File: config.mk
export PLATFORM = sky130hd
export DESIGN_NAME = sap_port
export DESIGN_NICKNAME = d
export VERILOG_FILES = /design/src/rtl/sap_pkg.sv /design/src/rtl/sap_timing.sv /design/src/rtl/sap_tx_lane.sv /design/src/rtl/sap_rx.sv /design/src/rtl/sap_port.sv
export SDC_FILE = /design/constraint.sdc
export NUM_CORES = 1
export LEC_CHECK = 0
export BUFFER_PORTS_ARGS = -buffer_cell sky130_fd_sc_hd__buf_2
export CAP_MARGIN = 20
export CORE_ASPECT_RATIO = 1.25
export CORE_MARGIN = 8
export CORE_UTILIZATION = 40
export DETAILED_ROUTE_END_ITERATION = 10
export PLACE_DENSITY_LB_ADDON = 0.08
export SYNTH_ARGS = -nofsm -noshare
export SYNTH_HDL_FRONTEND = slang
export SYNTH_SLANG_ARGS = --single-unit
File: constraint.sdc
create_clock -name clk -period 5.4 [get_ports clk]
set_input_delay 1.62 -clock clk [delete_from_list [all_inputs] [get_ports clk]]
set_output_delay 1.62 -clock clk [all_outputs]
set_load 0.01 [all_outputs]
File: src/rtl/sap_pkg.sv
package sap_pkg;

    // Result of mapping a bit period onto a sample bit.
    typedef struct packed {
        logic       hit;   // this bit period carries a sample bit
        logic [7:0] idx;   // sample bit index (MSB-aligned word)
    } bitsel_t;

    // Active word length for a framing and a length code.
    function automatic int unsigned word_len(input logic rj, input logic [1:0] wcode,
                                             input int unsigned rj_w);
        if (rj) return rj_w;
        case (wcode)
            2'd0:    return 32'd16;
            2'd1:    return 32'd18;
            default: return 32'd20;
        endcase
    endfunction

    // Maps a bit period (slot) inside a channel half onto a sample bit.
    function automatic bitsel_t map_slot(input logic rj, input logic [1:0] wcode,
                                         input int unsigned slot, input int unsigned sample_w,
                                         input int unsigned slots, input int unsigned rj_w);
        bitsel_t     r;
        int unsigned w;
        int unsigned first;
        r = '0;
        w = word_len(rj, wcode, rj_w);
        if (w > sample_w) w = sample_w;
        if (!rj) begin
            // one bit period of delay after the word-select transition
            if (slot >= 32'd1 && slot <= w) begin
                r.hit = 1'b1;
                r.idx = 8'(sample_w - slot);
            end
        end else begin
            // word ends on the last bit period of the half
            first = slots - w;
            if (slot >= first) begin
                r.hit = 1'b1;
                r.idx = 8'(sample_w - 32'd1 - (slot - first));
            end
        end
        return r;
    endfunction

endpackage

File: src/rtl/sap_timing.sv
module sap_timing #(
    parameter int BIT_LOG2  = 4,
    parameter int SLOT_LOG2 = 5,
    parameter int MCLK_LOG2 = 2,
    localparam int CW = BIT_LOG2 + SLOT_LOG2 + 1
) (
    input  logic                 clk,
    input  logic                 rst_n,
    input  logic                 fmt_rj_i,
    output logic [SLOT_LOG2-1:0] slot_o,
    output logic                 half_o,
    output logic [CW-1:0]        pos_o,
    output logic                 load_o,
    output logic                 mclk_o,
    output logic                 bclk_o,
    output logic                 ws_o
);

    typedef struct packed {
        logic [CW-1:0] cnt;   // frame position being computed
        logic [CW-1:0] pos;   // frame position currently on the pins
        logic          mclk;
        logic          bclk;
        logic          ws;
    } state_t;

    state_t q, d;

    always_comb begin
        d      = q;
        d.cnt  = q.cnt + CW'(1);
        d.pos  = q.cnt;
        d.mclk = q.cnt[MCLK_LOG2-1];
        d.bclk = q.cnt[BIT_LOG2-1];
        d.ws   = q.cnt[CW-1] ^ fmt_rj_i;
    end

    always_ff @(posedge clk) begin
        if (!rst_n) q <= '0;
        else        q <= d;
    end

    assign slot_o = q.cnt[BIT_LOG2 +: SLOT_LOG2];
    assign half_o = q.cnt[CW-1];
    assign pos_o  = q.pos;
    assign load_o = (q.cnt == '1);
    assign mclk_o = q.mclk;
    assign bclk_o = q.bclk;
    assign ws_o   = q.ws;

    // the strobe cycle is followed by the last position of the frame on the pins
    a_r1_frame_len: assert property (@(posedge clk) disable iff (!rst_n)
        load_o |=> (q.pos == '1));

    // bit clock rises halfway through a bit period
    a_r2_bclk_rise: assert property (@(posedge clk) disable iff (!rst_n)
        $rose(q.bclk) |-> (q.pos[BIT_LOG2-1:0] == BIT_LOG2'(1 << (BIT_LOG2-1))));

    // audio master clock rises halfway through its period
    a_r3_mclk_rise: assert property (@(posedge clk) disable iff (!rst_n)
        $rose(q.mclk) |-> (q.pos[MCLK_LOG2-1:0] == MCLK_LOG2'(1 << (MCLK_LOG2-1))));

    // word select moves only on the first cycle of a bit period
    a_r4_ws_edge: assert property (@(posedge clk) disable iff (!rst_n)
        ($stable(fmt_rj_i) && !$stable(q.ws)) |-> (q.pos[BIT_LOG2-1:0] == '0));

endmodule

File: src/rtl/sap_tx_lane.sv
module sap_tx_lane
    import sap_pkg::*;
#(
    parameter int SAMPLE_W  = 20,
    parameter int BIT_LOG2  = 4,
    parameter int SLOT_LOG2 = 5,
    parameter int RJ_W      = 16,
    localparam int SLOTS    = 1 << SLOT_LOG2,
    localparam int RJ_FIRST = SLOTS - RJ_W
) (
    input  logic                 clk,
    input  logic                 rst_n,
    input  logic                 fmt_rj_i,
    input  logic [1:0]           wlen_i,
    input  logic                 load_i,
    input  logic [SLOT_LOG2-1:0] slot_i,
    input  logic                 half_i,
    input  logic [BIT_LOG2-1:0]  pos_phase_i,
    input  logic [SLOT_LOG2-1:0] pos_slot_i,
    input  logic [SAMPLE_W-1:0]  left_i,
    input  logic [SAMPLE_W-1:0]  right_i,
    output logic                 sd_o
);

    typedef struct packed {
        logic [SAMPLE_W-1:0] shl;  // left word of the frame being sent
        logic [SAMPLE_W-1:0] shr;  // right word of the frame being sent
        logic                sd;
    } state_t;

    state_t              q, d;
    bitsel_t             sel;
    logic [SAMPLE_W-1:0] mask;
    logic [SAMPLE_W-1:0] word;

    always_comb begin
        d    = q;
        sel  = map_slot(fmt_rj_i, wlen_i, 32'(slot_i), SAMPLE_W, SLOTS, RJ_W);
        mask = SAMPLE_W'(1) << sel.idx;
        word = half_i ? q.shr : q.shl;
        d.sd = sel.hit & (|(word & mask));
        if (load_i) begin
            d.shl = left_i;
            d.shr = right_i;
        end
    end

    always_ff @(posedge clk) begin
        if (!rst_n) q <= '0;
        else        q <= d;
    end

    assign sd_o = q.sd;

    // serial data changes only on the first cycle of a bit period
    a_r4_sd_edge: assert property (@(posedge clk) disable iff (!rst_n)
        ($stable(fmt_rj_i) && $stable(wlen_i) && !$stable(q.sd)) |-> (pos_phase_i == '0));

    // leading bit periods of a right-justified half stay at zero
    a_r6_rj_lead_zero: assert property (@(posedge clk) disable iff (!rst_n)
        (fmt_rj_i && $stable(fmt_rj_i) && (int'(pos_slot_i) < RJ_FIRST)) |-> !q.sd);

endmodule

File: src/rtl/sap_rx.sv
module sap_rx
    import sap_pkg::*;
#(
    parameter int SAMPLE_W  = 20,
    parameter int BIT_LOG2  = 4,
    parameter int SLOT_LOG2 = 5,
    parameter int RJ_W      = 16,
    localparam int CW       = BIT_LOG2 + SLOT_LOG2 + 1,
    localparam int SLOTS    = 1 << SLOT_LOG2
) (
    input  logic                clk,
    input  logic                rst_n,
    input  logic                fmt_rj_i,
    input  logic [1:0]          wlen_i,
    input  logic [CW-1:0]       pos_i,
    input  logic                sd_i,
    output logic [SAMPLE_W-1:0] left_o,
    output logic [SAMPLE_W-1:0] right_o,
    output logic                valid_o
);

    typedef struct packed {
        logic [SAMPLE_W-1:0] accl;
        logic [SAMPLE_W-1:0] accr;
        logic [SAMPLE_W-1:0] outl;
        logic [SAMPLE_W-1:0] outr;
        logic                valid;
    } state_t;

    state_t              q, d;
    bitsel_t             sel;
    logic [SAMPLE_W-1:0] mask;
    logic [SAMPLE_W-1:0] bitv;

    always_comb begin
        d       = q;
        d.valid = 1'b0;
        sel     = map_slot(fmt_rj_i, wlen_i, 32'(pos_i[BIT_LOG2 +: SLOT_LOG2]),
                           SAMPLE_W, SLOTS, RJ_W);
        mask    = SAMPLE_W'(1) << sel.idx;
        bitv    = sd_i ? mask : '0;
        // sample where the bit clock is first seen high
        if (pos_i[BIT_LOG2-1:0] == BIT_LOG2'(1 << (BIT_LOG2-1)) && sel.hit) begin
            if (pos_i[CW-1]) d.accr = (q.accr & ~mask) | bitv;
            else             d.accl = (q.accl & ~mask) | bitv;
        end
        if (pos_i == '1) begin
            d.outl  = q.accl;
            d.outr  = q.accr;
            d.valid = 1'b1;
            d.accl  = '0;
            d.accr  = '0;
        end
    end

    always_ff @(posedge clk) begin
        if (!rst_n) q <= '0;
        else        q <= d;
    end

    assign left_o  = q.outl;
    assign right_o = q.outr;
    assign valid_o = q.valid;

    // valid is a single-cycle pulse
    a_r9_single_pulse: assert property (@(posedge clk) disable iff (!rst_n)
        q.valid |=> !q.valid);

    // valid lands on the first cycle of a frame
    a_r9_frame_start: assert property (@(posedge clk) disable iff (!rst_n)
        q.valid |-> (pos_i == '0));

    // received words change only together with valid
    a_r9_hold: assert property (@(posedge clk) disable iff (!rst_n)
        (!$stable(q.outl) || !$stable(q.outr)) |-> q.valid);

endmodule

File: src/rtl/sap_port.sv
module sap_port #(
    parameter int N_TX      = 2,
    parameter int SAMPLE_W  = 20,
    parameter int BIT_LOG2  = 4,
    parameter int SLOT_LOG2 = 5,
    parameter int MCLK_LOG2 = 2,
    parameter int RJ_W      = 16
) (
    input  logic                          clk,
    input  logic                          rst_n,
    input  logic                          fmt_rj_i,
    input  logic [1:0]                    wlen_i,
    input  logic [N_TX-1:0][SAMPLE_W-1:0] tx_left_i,
    input  logic [N_TX-1:0][SAMPLE_W-1:0] tx_right_i,
    output logic                          load_o,
    output logic                          mclk_o,
    output logic                          bclk_o,
    output logic                          ws_o,
    output logic [N_TX-1:0]               sd_o,
    input  logic                          sd_i,
    output logic [SAMPLE_W-1:0]           rx_left_o,
    output logic [SAMPLE_W-1:0]           rx_right_o,
    output logic                          rx_valid_o
);

    localparam int CW = BIT_LOG2 + SLOT_LOG2 + 1;

    logic [SLOT_LOG2-1:0] slot;
    logic                 half;
    logic [CW-1:0]        pos;
    logic                 load;

    sap_timing #(
        .BIT_LOG2 (BIT_LOG2),
        .SLOT_LOG2(SLOT_LOG2),
        .MCLK_LOG2(MCLK_LOG2)
    ) u_timing (
        .clk     (clk),
        .rst_n   (rst_n),
        .fmt_rj_i(fmt_rj_i),
        .slot_o  (slot),
        .half_o  (half),
        .pos_o   (pos),
        .load_o  (load),
        .mclk_o  (mclk_o),
        .bclk_o  (bclk_o),
        .ws_o    (ws_o)
    );

    assign load_o = load;

    for (genvar i = 0; i < N_TX; i++) begin : g_lane
        sap_tx_lane #(
            .SAMPLE_W (SAMPLE_W),
            .BIT_LOG2 (BIT_LOG2),
            .SLOT_LOG2(SLOT_LOG2),
            .RJ_W     (RJ_W)
        ) u_lane (
            .clk        (clk),
            .rst_n      (rst_n),
            .fmt_rj_i   (fmt_rj_i),
            .wlen_i     (wlen_i),
            .load_i     (load),
            .slot_i     (slot),
            .half_i     (half),
            .pos_phase_i(pos[BIT_LOG2-1:0]),
            .pos_slot_i (pos[BIT_LOG2 +: SLOT_LOG2]),
            .left_i     (tx_left_i[i]),
            .right_i    (tx_right_i[i]),
            .sd_o       (sd_o[i])
        );
    end

    sap_rx #(
        .SAMPLE_W (SAMPLE_W),
        .BIT_LOG2 (BIT_LOG2),
        .SLOT_LOG2(SLOT_LOG2),
        .RJ_W     (RJ_W)
    ) u_rx (
        .clk     (clk),
        .rst_n   (rst_n),
        .fmt_rj_i(fmt_rj_i),
        .wlen_i  (wlen_i),
        .pos_i   (pos),
        .sd_i    (sd_i),
        .left_o  (rx_left_o),
        .right_o (rx_right_o),
        .valid_o (rx_valid_o)
    );

endmodule

Word-level counts from Yosys, hierarchy flattened. Index checks and enable logic that the tools add are counted.

Add/subtract/negate cells: 8. Multiply operators: 0. Div/mod/pow operators: 0. Order comparisons: 7. Equal/unequal tests: 4. Shifts and indexed selects: 2. Multiplexer cells: 15. Bitwise operators: 12. Reduce and logical (&&, ||, !) cells: 9.

Operator list (number): 20-bit bitwise AND (4); 5-bit by 32-bit greater-or-equal comparator with 1-bit output (2); 5-bit by 32-bit less-or-equal comparator with 1-bit output (2); 32-bit two-way mux (2); 20-bit two-way mux (3); 9-bit two-way mux (6); 20-bit bitwise OR (2); 20-bit OR reduction (2); 1-bit by 8-bit << shifter with 20-bit output, first input constant (2); 32-bit by 5-bit greater-than comparator with 1-bit output, second input constant (1); 6-bit by 32-bit subtractor with 32-bit output, first input constant (1); 10-bit == test, second input constant (2); 20-bit inverter (1); 5-bit by 8-bit subtractor with 8-bit output (2); 5-bit by 8-bit subtractor with 8-bit output, first input constant (2); 5-bit by 5-bit subtractor with 6-bit output, first input constant (2); 10-bit by 1-bit adder with 10-bit output, second input constant (1); 5-bit by 1-bit greater-or-equal comparator with 1-bit output, second input constant (2); 3-bit one-hot mux with 2 select lines (1); 5-bit two-way mux (1); 4-bit == test, second input constant (1); 2-bit AND reduction (2); 1-bit logical AND (3); 1-bit bitwise AND (2); 6 further kinds (8).

Bits in registers: 186. Latch bits: 0. Bits in writable memories: 0. Bits in read-only memories: 0. Word-level logic and storage cells: 73. Memories kept: 0.

Depth between registers and ports, before layout. Gate-level depths: netlist (run 1).

Word-level depth: 14. Gate-level depth with buffers: 17. Gate-level depth less buffers: 15.

Hierarchy. From an unflattened synthesis (run 1), not the netlist that was laid out.

Cells, all modules: 1123. Area, all modules: 10351.2 um^2.

Modules (own cells, without submodules): sap_tx_lane (instances 2, cells an instance 261, area each 2547.4 um^2, sequential area each 820.8 um^2); sap_rx (instances 1, cells an instance 525, area each 4489.3 um^2, sequential area each 1621.6 um^2); sap_timing (instances 1, cells an instance 76, area each 767.0 um^2, sequential area each 420.4 um^2).

Worst setup path after synthesis (run 1). No wires, ideal clock.

Path kind: in2reg. From: in fmt_rj_i. To: reg g_lane[0].u_lane.q, in the netlist g_lane[0].u_lane.sd_o. Data arrival time: 4.858 ns. Setup slack: 0.405 ns. Stages on the path: 16. Buffers on the path: 2. Cells stage by stage: buf_6 > clkbuf_1 > nor3b_1 > inv_1 > ha_1 > inv_1 > ha_1 > nor2b_1 > a22oi_1 > ha_1 > a2111oi_2 > a221oi_1 > and2_1 > a32o_1 > o41ai_2 > o211ai_1.

Word-level cells in the longest chain between the ends: 13.

Ends and longest elaborated chain: from (decl) (line sap_port.sv:11) `input logic fmt_rj_i,`; 1-bit two-way mux / 5-bit two-way mux (equally long branches) (line sap_pkg.sv:12) `if (rj) return rj_w;`; 32-bit two-way mux (line sap_pkg.sv:13) `case (wcode)`; 32-bit by 5-bit greater-than comparator with 1-bit output (line sap_pkg.sv:29) `if (w > sample_w) w = sample_w;`; 32-bit two-way mux (line sap_pkg.sv:29); 6-bit by 32-bit subtractor with 32-bit output (line sap_pkg.sv:38) `first = slots - w;`; 5-bit by 8-bit subtractor with 8-bit output (2 in series) (line sap_pkg.sv:41) `r.idx = 8'(sample_w - 32'd1 - (slot - first));`; 9-bit two-way mux (line sap_pkg.sv:39) `if (slot >= first) begin`; 9-bit two-way mux (*) (line sap_pkg.sv:30) `if (!rj) begin`; 1-bit by 8-bit << shifter with 20-bit output (line sap_tx_lane.sv:39) `mask = SAMPLE_W'(1) << sel.idx;`; 20-bit bitwise AND (line sap_tx_lane.sv:41) `d.sd = sel.hit & (|(word & mask));`; 20-bit OR reduction (line sap_tx_lane.sv:41); 1-bit bitwise AND (*) (line sap_tx_lane.sv:41); to (signal assigned) (line sap_tx_lane.sv:49) `if (!rst_n) q <= '0;`; to (signal assigned) (line sap_tx_lane.sv:50) `else q <= d;`; to (decl) (line sap_tx_lane.sv:31) `state_t q, d;`.

Mark *: on every way between the ends. The rest lies on a longest branch, timed or not. A chain may end at the register's enable or synchronous reset.

Worst setup path in the final report (run 1).
From: in wlen_i[1]. To: reg g_lane[0].u_lane.q, in the netlist g_lane[0].u_lane.sd_o.

Word-level cells in the longest chain between the ends: 14.

Ends and longest elaborated chain: from (decl) (line sap_port.sv:12) `input logic [1:0] wlen_i,`; 2-bit by 1-bit == test with 1-bit output / 2-bit zero test (equally long branches) (line sap_pkg.sv:13); 3-bit one-hot mux with 2 select lines (*) (line sap_pkg.sv:13); 32-bit two-way mux (*) (line sap_pkg.sv:13); 32-bit by 5-bit greater-than comparator with 1-bit output (line sap_pkg.sv:29); 32-bit two-way mux (*) (line sap_pkg.sv:29); 6-bit by 32-bit subtractor with 32-bit output (line sap_pkg.sv:38); 5-bit by 8-bit subtractor with 8-bit output (2 in series) (line sap_pkg.sv:41); 9-bit two-way mux (line sap_pkg.sv:39); 9-bit two-way mux (*) (line sap_pkg.sv:30); 1-bit by 8-bit << shifter with 20-bit output (line sap_tx_lane.sv:39); 20-bit bitwise AND (line sap_tx_lane.sv:41); 20-bit OR reduction (line sap_tx_lane.sv:41); 1-bit bitwise AND (*) (line sap_tx_lane.sv:41).

Marked as above.

==> results of run 1 <==
-- metal layers --
layer,routed length [um],GRT usage
met1,10300,0.191
met2,12600,0.317
met3,910,0.0363
met4,418,0.0591
met5,0,0
-- cells by family (layout without fill, tap and decap cells) --
logic type                 count (synthesis)  count (layout)  synth area share
DFF                                      184             184             0.399
buffers and inverters                    135             207            0.0743
and+or+nand+nor                          376             376             0.194
AOI/OAI and AO/OA                        290             290             0.237
muxes                                     27              27            0.0441
adders and majority gates                 24              24            0.0342
xor gates and xnor gates                  18              18            0.0171
-- worst max-delay path, stage by stage --
cell      delay (ns)
buf_2           0.14
nor3b_1         0.19
buf_4           0.16
inv_1           0.04
ha_1            0.20
inv_1           0.18
ha_1            0.33
or2_2           0.17
nand2_1         0.07
a21oi_2         0.38
a22o_4          0.33
mux4_2          0.52
a32o_1          0.28
o41ai_2         0.20
o211ai_1        0.14
-- layout make-up --
cell class              instances  area (sq um)  area share
multi-input cells             735          4870       0.466
clock inverters                15           183      0.0175
well taps                     288           360      0.0345
flip-flops and latches        184          3680       0.353
inverters                      21          78.8     0.00755
clock buffers                  17           425      0.0408
repair buffers                154           841      0.0806
-- synth_stat cells (6+ instances only) --
library cell    n  area share
nor2_1         11      0.0045
a211oi_1       44       0.036
and3_1          6      0.0041
nand2_1       258        0.10
ha_1           22       0.030
nand4_1         7      0.0047
o21ai_0         7      0.0038
mux2i_1         8      0.0087
dfxtp_1       184        0.40
a31oi_1        10      0.0068
nand3_1        12      0.0065
mux2_2          9       0.011
and2_1         31       0.021
inv_1          19      0.0077
buf_4          43       0.035
buf_2           8      0.0043
clkbuf_1       59       0.024
mux4_2         10       0.024
a21oi_1        41       0.022
xnor2_1        14       0.013
nor2b_1         9      0.0061
o211ai_1        6      0.0049
a21boi_0      125        0.10
-- worst max-delay path by stage --
stage	from	to	slack, ns	cells after the start
3_5_place_dp	wlen_i[1]	g_lane[0].u_lane.sd_o$_SDFF_PN0_	0.29	15
2_1_floorplan	fmt_rj_i	g_lane[0].u_lane.sd_o$_SDFF_PN0_	0.41	16
3_3_place_gp	wlen_i[1]	g_lane[0].u_lane.sd_o$_SDFF_PN0_	0.34	15
4_1_cts	wlen_i[1]	g_lane[0].u_lane.sd_o$_SDFF_PN0_	0.74	15
6_report	wlen_i[1]	g_lane[0].u_lane.sd_o$_SDFF_PN0_	0.74	15
5_1_grt	wlen_i[1]	g_lane[0].u_lane.sd_o$_SDFF_PN0_	0.46	15
-- cells in the final DEF (no fill, tap or decap), types with 11 or more instances in the layout --
| cell | n |
|---|---|
| nor2_1 | 11 |
| ha_1 | 22 |
| a21oi_1 | 41 |
| nand3_1 | 12 |
| buf_2 | 131 |
| dfxtp_1 | 184 |
| inv_1 | 19 |
| a21boi_0 | 125 |
| xnor2_1 | 14 |
| clkbuf_16 | 17 |
| and2_1 | 31 |
| a211oi_1 | 44 |
| nand2_1 | 258 |
| buf_4 | 22 |
-- where the power goes --
part / internal (mW) / total [mW] / switching (mW)
Sequential: 1.36 / 1.36 / 0.00336
Combinational: 0.0745 / 0.168 / 0.0938
Clock: 0.666 / 1.28 / 0.612
Total: 2.10 / 2.81 / 0.709
==> qor.yml, run 1 <==
stdcell_area_sq_mm: 0.0104
dr_total_vias: 7371
synth_edf_count: 0
rsz0062_at_grt: "false"
finalSetupViolCount: 0
reg2reg_to: "g_lane[0].u_lane.sd_o$_SDFF_PN0_"
cp.arrival_ns: 4.96
cts_tree: "done"
antenna_found_initial: 0
cap_viol_max_count: 0
gr-total-overflow: 0
boundaryPins: 133
place_ws_ns: 0.287
die_h_um: 186
routedWlPerCell_um: 17.1
clock_latency_ns: 0.44
post-route-util: 0.458
post-cts-setup-buffer-count: 0
routed_wl_mm: 24.2
dieWidth_um: 152
yosysSeqAreaShare: 0.399
first_pass_iters: 4
post_cts_resized: 0
cts.sinks: 184
final_layout_size_suffix_gt1_frac: 0.211
start_kind: "input port"
hp-start: "u_rx.right_o[14]$_SDFFE_PN0P_"
rrSetupSlack_ns: 1.90
gp_congestion: 0.801
fin_tns_setup_ns: 0
slew_viol_final: 0
clockRootBuffer: "clkbuf_16"
slew_headroom: 0.303
die-area_sq_mm: 0.0282
powerDensity_mw_per_mm2: 269
setup_ws_ns: 0.741
clockBufferDepth: 2
grt_max_degree: 82
drtAntennaViolNets: 0
place_hpwl_mm: 17.3
async_reset_ff_frac: 0
min_path_type: "reg -> reg"
netlist_area_sq_mm: 0.00923
grt_pass1_wl_mm: 39.6
fill_cells: 2336
area_delta_synth_final_pct: 13.1
fin_skew_ns: 0.0126
port_buffers: 132
start_util: 0.405
cts.htree.levels: 4
grtUsageTotal: 0.171
antenna_cells: 0
ys.flop_type: "dfxtp_1"
avgSynthCellArea_sq_um: 8.76
synth_fp_nets: 1164
ys_types: 76
cellLeakagePower_nw: 3.77
final_nets: 1223
cts.clk_slew.worst_paths_ns: 0.08
tightest_slew_ns: 1.04
hold_ws_ns: 0.460
status: "complete, no violations"
timing.rr.start: "u_timing.slot_o[3]$_SDFF_PN0_"
via_per_inst: 5.21
rows: 62
ir_drop_uv: 213
drtIter0Drc: 343
core_sq_mm: 0.0228
crit_path_end_kind: "flip-flop"
drc: 0
reg2regPathDepth: 11
ctsHoldBuffers: 0
dp.cells: 1382
grt_pass1_vias: 7522
synth_cells: 1054
min_to: "u_rx.right_o[14]$_SDFFE_PN0P_"
yosys_warnings: 0
power_mw: 2.81
period_share: 0.863
path_max_fanout: 15
worstSetupPathType: "in -> reg"
yosys_register_bits: 184
cts_inserted_buffers: 17
crit_required_ns: 5.71
hold_depth: 2
min_period_ns: 4.66
fin_cells: 1414
fmax_mhz: 215
hold_viol: 0
post_dp_cell_area_sq_mm: 0.00983
Power figures use the tool's default switching activity.
==> inputs of run 2 (changes only) <==
Settings changed: CELL_PAD_IN_SITES_DETAIL_PLACEMENT set to 1, CELL_PAD_IN_SITES_GLOBAL_PLACEMENT set to 1, SLEW_MARGIN set to 5, SYNTH_HIERARCHICAL set to 1.
==> qor.yml, run 2 <==
cts.htree.levels: 4  # unchanged
die-area_sq_mm: 0.0313  # +11%
synthMuxAreaShare: 0.147  # +0.103
cp.arrival_ns: 5.12  # +0.16 ns
rsz0062_at_grt: "false"
netlist_area_sq_mm: 0.0104  # +12%
ctsHoldBuffers: 0  # unchanged
timing.rr.start: "u_timing/pos_o[7]$_SDFF_PN0_"
grt_max_degree: 63  # -23%
reg2regPathDepth: 10  # -1
min_period_ns: 4.81  # +0.150 ns
start_util: 0.402  # -0.00289
slew_viol_final: 0  # unchanged
grt_pass1_wl_mm: 44.9  # +13%
clockRootBuffer: "clkbuf_16"
min_path_type: "reg -> reg"
avgSynthCellArea_sq_um: 9.22  # +5.3%
synthTopCellsByArea: "dfxtp_1, mux2i_1, nor2b_1"
synthTopCellsByCount: "dfxtp_1, nand2_1, mux2i_1"
yosys_register_bits: 184  # unchanged
sw_frac_of_total: 0.270  # +0.0172
via_per_inst: 5.25  # +0.64%
tightest_slew_ns: 0.976  # -0.0671 ns
ys_types: 83  # +9.2%
power_mw: 2.84  # +1.3%
dp.cells: 1515  # +9.6%
cap_viol_max_count: 0  # unchanged
die_h_um: 196  # +5.4%
clock_latency_ns: 0.44  # about the same
power.share.clock: 0.437  # -0.018
grtUsageTotal: 0.175  # +0.00368
antenna_found_initial: 0  # unchanged
synth_cells: 1123  # +6.5%
cts_inserted_buffers: 17  # unchanged
multi_input_area_sq_mm: 0.00590  # +21%
routed_wl_mm: 27.6  # +14%
async_reset_ff_frac: 0  # unchanged
fmax_mhz: 208  # -3.1%
synth_top_family_by_area: "simple AND/OR/NAND/NOR gates"
powerDensity_mw_per_mm2: 245  # -8.9%
antenna_cells: 0  # unchanged
clockBufferDepth: 2  # unchanged
hold_viol: 0  # unchanged
p_int_mw: 2.08  # -1.1%
final_layout_size_suffix_gt1_frac: 0.212  # +0.000728
path_max_fanout: 13  # -2
boundaryPins: 133  # unchanged
gp_congestion: 0.814  # +1.6%
period_share: 0.890  # +0.0277
most-common-layout-cells: "dfxtp_1, nand2_1, buf_2"
area_delta_synth_final_pct: 12.1
ir_drop_uv: 186  # -13%
dr_total_vias: 8116  # +10%
pwr-share-comb: 0.084  # +0.024
first_pass_iters: 4  # unchanged
ys.flop_type: "dfxtp_1"
p_seq_frac: 0.479  # -0.006
crit_path_end_kind: "flip-flop"
gr-total-overflow: 0  # unchanged
synthAdderAreaFrac: 0.0399  # +0.00572
slew_headroom: 0.348  # +0.0446
synth_fp_nets: 1242  # +6.7%
synth-simple-area-share: 0.208  # +0.0139
p_sw_uw: 767  # +8.1%
drtIter0Drc: 251  # -27%
cellLeakagePower_nw: 4.40  # +16%
grt_pass1_vias: 8468  # +13%
drc: 0  # unchanged
synth_most_common_cell: "dfxtp_1"
yosys_warnings: 6  # +6
crit_required_ns: 5.71  # about the same
fin_skew_ns: 0.0132  # +0.000622 ns
place_hpwl_mm: 20.4  # +18%
fill_cells: 3053  # +31%
final_common_cell: "dfxtp_1"
cts.clk_slew.worst_paths_ns: 0.08  # about the same
dieWidth_um: 160  # +5.3%
status: "complete, no violations"
synth_compound_area_frac: 0.155  # -0.0819
synth_edf_count: 0  # unchanged
yosysSeqAreaShare: 0.356  # -0.0433
yosysTopAreaCell: "dfxtp_1"
final_nets: 1313  # +7.4%
rrSetupSlack_ns: 1.82  # -0.08 ns
post-cts-setup-buffer-count: 0  # unchanged
rows: 66  # +6.5%
regArea_sq_mm: 0.00368  # unchanged
finalSetupViolCount: 0  # unchanged
cts_tree: "done"
synth_top_area_frac: 0.356  # -0.0433
worstSetupPathType: "in -> reg"
hold_depth: 2  # unchanged
cts.sinks: 184  # unchanged
port_buffers: 132  # unchanged
drtAntennaViolNets: 0  # unchanged
start_kind: "input port"
fin_cells: 1547  # +9.4%
routedWlPerCell_um: 17.8  # +4.3%
fin_tns_setup_ns: 0  # unchanged
setup.worst_path.start: "fmt_rj_i"
post_cts_resized: 0  # unchanged
core_sq_mm: 0.0258  # +13%
synth_xor_area_frac: 0.0186  # +0.00153
-- run 2: cell types whose count changed in the layout (fill, tap and decap cells not counted), moves of 18 or more --
cell / change
nand2_1: -116
mux2i_1: +110
a21boi_0: -83
nor2b_1: +77
a211oi_1: -40
nor2_1: +19
nand4_1: +18
-- run 2: cell type report --
| type | count | area share |
|---|---|---|
| Inverter | 34 | 0.0110 |
| Timing Repair Buffer | 162 | 0.0766 |
| Clock buffer | 17 | 0.0367 |
| Tap cell | 340 | 0.0367 |
| Clock inverter | 15 | 0.0135 |
| Sequential cell | 184 | 0.317 |
| Multi-Input combinational cell | 795 | 0.508 |
-- run 2: layer usage --
layer,global-route usage,routed length [um]
met1,0.206,12300
met2,0.317,14200
met3,0.0321,692
met4,0.0537,419
met5,0,0
-- run 2: power by group through the flow --
stage	logic [mW]	registers [mW]	clock network, mW
2_1_floorplan	0.154	1.39	0
3_3_place_gp	0.240	1.39	0
3_5_place_dp	0.242	1.39	0
4_1_cts	0.243	1.36	1.29
5_1_grt	0.264	1.36	1.34
6_report	0.240	1.36	1.24
-- run 2: worst min-delay path by stage --
stage	from	to	slack, ns
CTS	u_rx/left_o[6]$_SDFFE_PN0P_	u_rx/left_o[6]$_SDFFE_PN0P_	0.47
global placement	u_rx/right_o[8]$_SDFFE_PN0P_	u_rx/right_o[8]$_SDFFE_PN0P_	0.45
detailed placement	u_rx/left_o[18]$_SDFFE_PN0P_	u_rx/left_o[18]$_SDFFE_PN0P_	0.46
floorplan	flip-flop	flip-flop	0.43
finish	u_rx/left_o[6]$_SDFFE_PN0P_	u_rx/left_o[6]$_SDFFE_PN0P_	0.46
global route	flip-flop	flip-flop	0.48
-- run 2: through the flow --
step / setup slack (ns) / hold slack [ns] / util / area (sq um)
global placement: 0.261 / 0.447 / 0.428 / 11000
finish: 0.592 / 0.461 / 0.450 / 11600
detailed placement: 0.148 / 0.457 / 0.428 / 11000
floorplan: 0.550 / 0.435 / - / 10400
global route: 0.321 / 0.484 / 0.450 / 11600
CTS: 0.639 / 0.468 / 0.450 / 11600
-- run 2: kinds of logic (layout without fill, tap and decap cells) --
kind of cell	Yosys count	in the layout
flops	184	184
xor+xnor	22	22
simple gates	397	397
fa+ha+maj	33	33
mux	142	142
compound gates	201	201
buf+inv	144	228
-- run 2: critical path: stages --
cell	delay (ns)
buf_2	0.23
nor2_1	0.07
and2_1	0.18
inv_1	0.06
ha_1	0.17
inv_1	0.08
ha_1	0.33
and2b_1	0.19
a221oi_2	0.39
ha_1	0.24
nand4_1	0.14
a31o_1	0.43
or4_1	0.61
o31ai_1	0.29
a21oi_1	0.09
